<file path="src/rtl/adcSeqPkg.sv">
package adcSeqPkg;

  typedef enum logic [1:0] {
    ST_OFF   = 2'd0,
    ST_WAKE  = 2'd1,
    ST_READY = 2'd2,
    ST_CONV  = 2'd3
  } seqState_t;

  // strobes from control to datapath
  typedef struct packed {
    logic loadWake;
    logic loadConv;
    logic latch;
  } seqStrobe_t;

endpackage

</file>
<file path="src/rtl/adcSyncEdge.sv">
module adcSyncEdge #(
  parameter int STAGES = 2
) (
  input  logic clk,
  input  logic rstN,
  input  logic din,
  output logic lvl,
  output logic rise,
  output logic fall
);

  logic [STAGES-1:0] chain;
  logic              prevLvl;

  always_ff @(posedge clk) begin
    if (!rstN) begin
      chain   <= '0;
      prevLvl <= 1'b0;
    end else begin
      chain   <= {chain[STAGES-2:0], din};
      prevLvl <= chain[STAGES-1];
    end
  end

  assign lvl  = chain[STAGES-1];
  assign rise = lvl & ~prevLvl;
  assign fall = ~lvl & prevLvl;

endmodule

</file>
<file path="src/rtl/adcSeqCtrl.sv">
module adcSeqCtrl
  import adcSeqPkg::*;
(
  input  logic       clk,
  input  logic       rstN,
  input  logic       lvl,
  input  logic       rise,
  input  logic       fall,
  input  logic       timerZero,
  output seqStrobe_t strobe,
  output logic       powerEn,
  output logic       busy
);

  seqState_t state, nextState;
  logic      pendingFall;

  always_comb begin
    nextState = state;
    strobe    = '0;
    case (state)
      ST_OFF: begin
        if (rise) begin
          nextState       = ST_WAKE;
          strobe.loadWake = 1'b1;
        end
      end
      ST_WAKE: begin
        if (timerZero) begin
          if (pendingFall || !lvl) begin
            nextState       = ST_CONV;
            strobe.loadConv = 1'b1;
          end else begin
            nextState = ST_READY;
          end
        end
      end
      ST_READY: begin
        if (fall) begin
          nextState       = ST_CONV;
          strobe.loadConv = 1'b1;
        end
      end
      ST_CONV: begin
        if (timerZero) begin
          strobe.latch = 1'b1;
          nextState    = lvl ? ST_READY : ST_OFF;
        end
      end
      default: nextState = ST_OFF;
    endcase
  end

  always_ff @(posedge clk) begin
    if (!rstN) begin
      state       <= ST_OFF;
      pendingFall <= 1'b0;
    end else begin
      state <= nextState;
      if (state == ST_WAKE && !timerZero)
        pendingFall <= pendingFall | fall;
      else
        pendingFall <= 1'b0;
    end
  end

  assign powerEn = (state != ST_OFF);
  assign busy    = (state == ST_WAKE) || (state == ST_CONV);

endmodule

</file>
<file path="src/rtl/adcSeqData.sv">
module adcSeqData
  import adcSeqPkg::*;
#(
  parameter int DATA_W   = 8,
  parameter int WAKE_CYC = 12,
  parameter int CONV_CYC = 40,
  parameter int TMR_W    = 6
) (
  input  logic              clk,
  input  logic              rstN,
  input  seqStrobe_t        strobe,
  input  logic [DATA_W-1:0] sampleIn,
  output logic              timerZero,
  output logic              resultValid,
  output logic [DATA_W-1:0] result
);

  logic [TMR_W-1:0] timer;

  always_ff @(posedge clk) begin
    if (!rstN) begin
      timer       <= '0;
      resultValid <= 1'b0;
      result      <= '0;
    end else begin
      if (strobe.loadWake)
        timer <= TMR_W'(WAKE_CYC - 1);
      else if (strobe.loadConv)
        timer <= TMR_W'(CONV_CYC - 1);
      else if (timer != '0)
        timer <= timer - 1'b1;

      resultValid <= strobe.latch;
      if (strobe.latch)
        result <= sampleIn;
    end
  end

  assign timerZero = (timer == '0);

endmodule

</file>
<file path="src/rtl/adcPowerSequencer.sv">
module adcPowerSequencer
  import adcSeqPkg::*;
#(
  parameter int DATA_W      = 8,
  parameter int CLK_PER_US  = 8,
  parameter int WAKE_TENTHS = 15,
  parameter int CONV_TENTHS = 50,
  parameter int SYNC_STAGES = 2
) (
  input  logic              clk,
  input  logic              rstN,
  input  logic              convStart,
  input  logic [DATA_W-1:0] sampleIn,
  output logic              powerEn,
  output logic              busy,
  output logic              resultValid,
  output logic [DATA_W-1:0] result
);

  localparam int WAKE_CYC = (CLK_PER_US * WAKE_TENTHS + 9) / 10;
  localparam int CONV_CYC = (CLK_PER_US * CONV_TENTHS + 9) / 10;
  localparam int MAX_CYC  = (WAKE_CYC > CONV_CYC) ? WAKE_CYC : CONV_CYC;
  localparam int TMR_W    = $clog2(MAX_CYC + 1);

  logic       lvl, rise, fall, timerZero;
  seqStrobe_t strobe;

  adcSyncEdge #(.STAGES(SYNC_STAGES)) uSync (
    .clk  (clk),
    .rstN (rstN),
    .din  (convStart),
    .lvl  (lvl),
    .rise (rise),
    .fall (fall)
  );

  adcSeqCtrl uCtrl (
    .clk       (clk),
    .rstN      (rstN),
    .lvl       (lvl),
    .rise      (rise),
    .fall      (fall),
    .timerZero (timerZero),
    .strobe    (strobe),
    .powerEn   (powerEn),
    .busy      (busy)
  );

  adcSeqData #(
    .DATA_W   (DATA_W),
    .WAKE_CYC (WAKE_CYC),
    .CONV_CYC (CONV_CYC),
    .TMR_W    (TMR_W)
  ) uData (
    .clk         (clk),
    .rstN        (rstN),
    .strobe      (strobe),
    .sampleIn    (sampleIn),
    .timerZero   (timerZero),
    .resultValid (resultValid),
    .result      (result)
  );

endmodule

</file>
<file path="config.mk">
export PLATFORM = sky130hd
export DESIGN_NAME = adcPowerSequencer
export DESIGN_NICKNAME = d
export VERILOG_FILES = /design/src/rtl/adcSeqPkg.sv /design/src/rtl/adcSyncEdge.sv /design/src/rtl/adcSeqCtrl.sv /design/src/rtl/adcSeqData.sv /design/src/rtl/adcPowerSequencer.sv
export SDC_FILE = /design/constraint.sdc
export NUM_CORES = 1
export LEC_CHECK = 0
export ABC_AREA = 1
export CAP_MARGIN = 5
export CELL_PAD_IN_SITES_DETAIL_PLACEMENT = 0
export CELL_PAD_IN_SITES_GLOBAL_PLACEMENT = 1
export CORE_UTILIZATION = 30
export DETAILED_ROUTE_END_ITERATION = 10
export DONT_BUFFER_PORTS = 1
export GPL_TIMING_DRIVEN = 0
export PLACE_DENSITY_LB_ADDON = 0.1
export SKIP_LAST_GASP = 1
export SLEW_MARGIN = 40
export SYNTH_ARGS = -nofsm -noshare
export SYNTH_HDL_FRONTEND = slang
export SYNTH_SLANG_ARGS = --single-unit
</file>
<file path="constraint.sdc">
create_clock -name clk -period 1.3 [get_ports clk]
set_input_delay 0 -clock clk [delete_from_list [all_inputs] [get_ports clk]]
set_output_delay 0 -clock clk [all_outputs]
set_load 0.01 [all_outputs]
</file>
**After elaboration in Yosys (flattened, before gate mapping)**

Index checks and enable logic that the tools add are counted.

- Output and inout port bits: 11
- Register bits: 21
- Bits of input ports: 11

- Add/sub/neg operators: 1
- Bitwise operators: 6
- Equality and inequality tests: 7
- Mux-type cells: 18
- Reduce and logical (&&, ||, !) cells: 15

Operators with widths:

| kind | count |
|---|---|
| 6-bit 2-to-1 mux | 2 |
| 2-bit 2-to-1 mux | 5 |
| 1-bit 2-to-1 mux | 8 |
| 2-bit one-hot mux with 4 select lines | 1 |
| 6-bit zero test | 1 |
| 2-bit by 1-bit inequality test with 1-bit output, second input constant | 3 |
| 6-bit nonzero test | 1 |
| 6-bit by 1-bit subtractor with 6-bit output, second input constant | 1 |
| 2-bit equality test, second input constant | 2 |
| 4-bit 2-to-1 mux | 1 |
| 4-bit AND reduction | 1 |
| 2-bit nonzero test | 2 |
| 1-bit NOT | 3 |
| 3-bit nonzero test | 1 |
| 3-bit OR reduction | 1 |
| 1-bit AND | 2 |
| 2-bit by 1-bit equality test with 1-bit output, second input constant | 1 |
| 1-bit zero test | 2 |
| 2-bit zero test | 1 |
| 1-bit logical OR | 2 |
| 2-bit inequality test, second input constant | 1 |
| 1-bit one-hot mux with 2 select lines | 1 |
| 2-bit AND reduction | 1 |
| 2-bit OR reduction | 1 |
| other kinds (2) | 2 |

**Longest topological paths before layout**

- Depth in word-level cells: 7
- Depth in mapped cells: 10
- Mapped depth without buffers: 10

**Modules after synthesis**

Synthesis repeated with hierarchy kept, for this count alone.

- Cell total of the unflattened synthesis: 155
- Area total of the unflattened synthesis: 1,091.0 um^2

Modules (own cells, without submodules):

| module | cells an instance | instances | area an instance (um^2) | seq. area each (um^2) |
|---|---|---|---|---|
| adcSeqData | 91 | 1 | 649.4 | 300.3 |
| adcSeqCtrl | 51 | 1 | 341.6 | 60.1 |
| adcSyncEdge | 13 | 1 | 100.1 | 60.1 |

**Worst setup path before layout**

No wires, ideal clock.

- Path type: register to register
- Start: register uData.timer[0]
- End: register uData.result[0]
- Data arrival time: 1.192 ns
- Period minus slack after synthesis: 1.307 ns
- Library setup time: 0.116 ns
- Data required time: 1.184 ns
- Cell stages (with the launch flop): 10
- Setup slack: -0.007 ns
- Cells stage by stage: dfxtp_1 -> inv_1 -> ha_1 -> inv_1 -> nor3_4 -> nand2_2 -> nor2_8 -> inv_4 -> nor2_1 -> nor2_1

- Longest elaborated chain between the ends: 3

RTL lines:

| element | line | source |
|---|---|---|
| start: declaration | adcSeqData.sv:18 | `logic [TMR_W-1:0] timer;` |
| start signal: assignment | adcSeqData.sv:27 | `timer <= TMR_W'(WAKE_CYC - 1);` |
| start signal: assignment | adcSeqData.sv:29 | `timer <= TMR_W'(CONV_CYC - 1);` |
| start signal: assignment | adcSeqData.sv:31 | `timer <= timer - 1'b1;` |
| 6-bit zero test | adcSeqData.sv:39 | `assign timerZero = (timer == '0);` |
| 1-bit 2-to-1 mux | adcSeqCtrl.sv:45 | `if (timerZero) begin` |
| 1-bit 2-to-1 mux | adcSeqCtrl.sv:21 | `case (state)` |
| end signal: assignment | adcSeqData.sv:35 | `result <= sampleIn;` |
| end: declaration | adcSeqData.sv:15 | `output logic [DATA_W-1:0] result` |

Every way passes these cells.
A chain may end at the register's enable or synchronous reset.

**Worst setup path in the final report**

- Start: register uData.timer[0]
- End: register uData.result[7]

Same word-level chain as after synthesis.

==> results.sh <==
export IMPL_clockPowerShare_pct=14.4
export IMPL_hold_path_class="primary input to register"
export IMPL_grt_max_degree=13
export IMPL_synth_ff_latch_count=21
export IMPL_die_area_sq_mm=0.00371
export IMPL_worst_pin_slew_ns=0.273
export IMPL_grt_pass1_vias=840
export IMPL_finalClockSkew_ns=0.0114
export IMPL_finalInstanceArea_sq_mm=0.00137
export IMPL_syn_nets=157
export IMPL_ir_worst_vdd_mv=0.605
export IMPL_layout_min_cycle_time_ns=1.38
export IMPL_arrival_ns=1.60
export IMPL_numCtsBuffers=3
export IMPL_synth_compound_area_share_pct=9.74
export IMPL_yosys_area_share_simple_pct=31.7
export IMPL_cts_clk_slew_worst_paths_ns=0.13
export IMPL_viasPerCell=4.57
export IMPL_final_nets=179
export IMPL_layout_drive_gt1_share_pct=28.0
export IMPL_max_freq_mhz=722
export IMPL_syn_inst=140
export IMPL_outcome="complete, but fails checks"
export IMPL_dpl_cell_area_sq_mm=0.00110
export IMPL_synth_mux_area_share_pct=0
export IMPL_relSlewSlack_pct=81.8
export IMPL_rr_worst_depth=9
export IMPL_critPathCaptureType="register"
export IMPL_avgSynthCellArea_sq_um=7.44
export IMPL_core_sq_mm=0.00334
export IMPL_setup_viol=12
export IMPL_tritoncts="done"
export IMPL_post_dp_hpwl_um=1540
export IMPL_clockBufferDepth=2
export IMPL_start_kind="register"
export IMPL_numPortBuffers=0
export IMPL_drv_slew=0
export IMPL_p_leak_uw=0.000645
export IMPL_rows=21
export IMPL_violations="setup timing"
export IMPL_synth_top_family_by_area="simple AND/OR/NAND/NOR gates"
export IMPL_seq_area_frac_synth_pct=40.4
export IMPL_antenna_found_initial=0
export IMPL_worstPathMaxFanout=9
export IMPL_swShare_pct=41.2
export IMPL_grt_overflow_total=0
export IMPL_dr_total_vias=945
export IMPL_cts_sinks=21
export IMPL_power_switching_uw=952
export IMPL_drt_pass1_iter_count=5
export IMPL_die_height_um=60.9
export IMPL_ant_nets=0
export IMPL_finalCritPeriodShare_pct=107
export IMPL_drt_iter0_drc=26
export IMPL_synth_cell_types=21
export IMPL_cap_violations=0
export IMPL_whs_path_depth=3
export IMPL_initial_core_util_pct=31.2
export IMPL_wl_um=2370
export IMPL_postLayoutCoreUtil_pct=41.2
export IMPL_required_ns=1.52
export IMPL_holdWs_ns=0.188
export IMPL_sequentialPowerShare_pct=36.2
export IMPL_insertion_delay_ns=0.32
export IMPL_die_w_um=60.9
export IMPL_dp_slack_ns=-0.196
export IMPL_drt_wirelength_per_cell_um=11.4
export IMPL_ios=22
export IMPL_hold_violations=0
export IMPL_area_growth_pct=32.0
export IMPL_htreeDepth=1
export IMPL_synth_warnings=0
export IMPL_gp_congestion=0.858
export IMPL_comb_power_share_pct=49.4
export IMPL_syn_cell_area_sq_mm=0.00104
export IMPL_synth_fa_ha_area_share_pct=7.21
export IMPL_cts_root_buffer="clkbuf_4"
export IMPL_grt_usage_pct=14.0
export IMPL_powerDensity_mw_per_mm2=1680
export IMPL_p_int_uw=1360
export IMPL_synth_xor_area_share_pct=1.68
export IMPL_fin_ws_ns=-0.0850
export IMPL_path_class="register to register"
export IMPL_drc=0
export IMPL_grt_pass1_wl_um=3730
export IMPL_setup_tns_ns=-0.632
export IMPL_diodes=0
export IMPL_rsz0062_at_grt="true"
-- synth_stat cells --
library cell	number	area (sq um)
inv_1	22	82.6
o21ai_0	11	55.1
a21oi_1	7	35.0
xnor2_1	1	8.76
ha_1	6	75.1
nand4_1	2	12.5
nor2_4	2	22.5
nor2_8	1	20.0
xor2_1	1	8.76
and3_1	1	6.26
o22ai_1	1	6.26
nor3_4	1	16.3
o21ai_1	1	5.00
inv_4	1	6.26
buf_4	1	7.51
dfxtp_1	21	420
nand2_2	5	31.3
nor2_1	22	82.6
nor4_1	1	6.26
nand3_1	10	50.1
nand2_1	22	82.6
-- power by group through the flow --
stage | registers, uW | clock network [uW] | logic [uW]
final | 837 | 333 | 1140
after global routing | 852 | 367 | 1270
after CTS | 831 | 349 | 1020
after detailed placement | 831 | 0 | 852
after global placement | 831 | 0 | 858
after floorplan | 815 | 0 | 722
-- sequential cells by signal (all words and copies together) (netlist names) --
signal	flops
uCtrl.pendingFall	1
uCtrl.state	2
uSync.prevLvl	1
uData.timer	6
uSync.chain	2
uData.resultValid	1
uData.result	8
-- placed cells by master (no fill, tap or decap) --
cell type | netlist | routed
nand2_1 | 22 | 21
dfxtp_1 | 21 | 17
inv_1 | 22 | 15
nor2_1 | 22 | 14
nand3_1 | 10 | 10
o21ai_0 | 11 | 10
dlygate4sd3_1 | 0 | 10
nor2_2 | 0 | 7
buf_4 | 1 | 6
a21oi_1 | 7 | 6
inv_2 | 0 | 5
nor2_4 | 2 | 4
nand2_2 | 5 | 4
ha_1 | 6 | 3
clkbuf_4 | 0 | 3
inv_4 | 1 | 2
nand2_4 | 0 | 2
nand4_1 | 2 | 2
o21ai_1 | 1 | 2
ha_4 | 0 | 2
dfxtp_4 | 0 | 2
dfxtp_2 | 0 | 2
xnor2_1 | 1 | 1
nor3_4 | 1 | 1
a21oi_2 | 0 | 1
nor2_8 | 1 | 1
inv_6 | 0 | 1
nor4_1 | 1 | 1
xor2_1 | 1 | 1
and3_1 | 1 | 1
o22ai_1 | 1 | 1
ha_2 | 0 | 1
clkinv_2 | 0 | 1
dlymetal6s4s_1 | 0 | 1
-- what timing repair did --
| item | 4_1_cts | 5_1_grt |
|---|---|---|
| hold buffers | 10 | 1 |
| buffers inserted | 2 | 3 |
| endpoints found under the hold margin | 21 | 1 |
| setup endpoints to repair | 17 | 19 |
| cloned | 1 | 0 |
| pin swaps | 5 | 9 |
| resized for setup | 16 | 18 |
-- final timing paths --
| kind | startpoint | endpoint | slack, ns |
|---|---|---|---|
| worst min register to register | uSync.chain[0]$_SDFF_PN0_ | uSync.chain[1]$_SDFF_PN0_ | 0.42 |
| worst max-delay path | uData.timer[0]$_SDFFE_PN0P_ | uData.result[7]$_SDFFE_PN0P_ | -0.08 |
| worst max register to register | uData.timer[0]$_SDFFE_PN0P_ | uData.result[7]$_SDFFE_PN0P_ | -0.08 |
| worst min-delay path | rstN | uData.result[0]$_SDFFE_PN0P_ | 0.19 |
-- final cells by class --
type / instances / area, sq um
multi-input combinational: 96 / 604
fill: 367 / 1960
tap: 46 / 57.6
clock buffer: 3 / 22.5
inverter: 23 / 96.3
timing repair buffer: 16 / 150
buffer: 1 / 7.51
sequential: 21 / 430
clock inverter: 1 / 5.00
-- stage by stage --
step	power, uW	std cells
3_3_place_gp	1690	186
4_1_cts	2200	203
3_5_place_dp	1680	186
2_1_floorplan	1540	140
5_1_grt	2490	207
6_report	2310	207
-- kinds of logic (layout without fill, tap and decap cells) --
group,after synthesis,after routing
buffers and inverters,24,44
DFF,21,21
adders and majority gates,6,6
AOI/OAI and AO/OA,20,20
and+or+nand+nor,67,68
xor gates and xnor gates,2,2
-- worst max-delay path, stage by stage (launching register included) --
cell and delay [ns]:
dfxtp_2 0.36, inv_4 0.06, ha_4 0.13, inv_2 0.04, nor3_4 0.17, nand2_4 0.13
nor2_8 0.18, inv_6 0.07, nor2_1 0.09, nor2_1 0.05
-- per-layer routing --
| metal | vias to the layer above | GRT usage (%) | wire, um |
|---|---|---|---|
| met3 | 5 | 3.20 | 102 |
| met2 | 26 | 21.5 | 1080 |
| li1 | 487 | - | - |
| met1 | 427 | 18.6 | 1160 |
| met4 | 0 | 6.49 | 25 |
| met5 | - | 0 | 0 |
No activity file was read; power rests on OpenSTA's default activity.
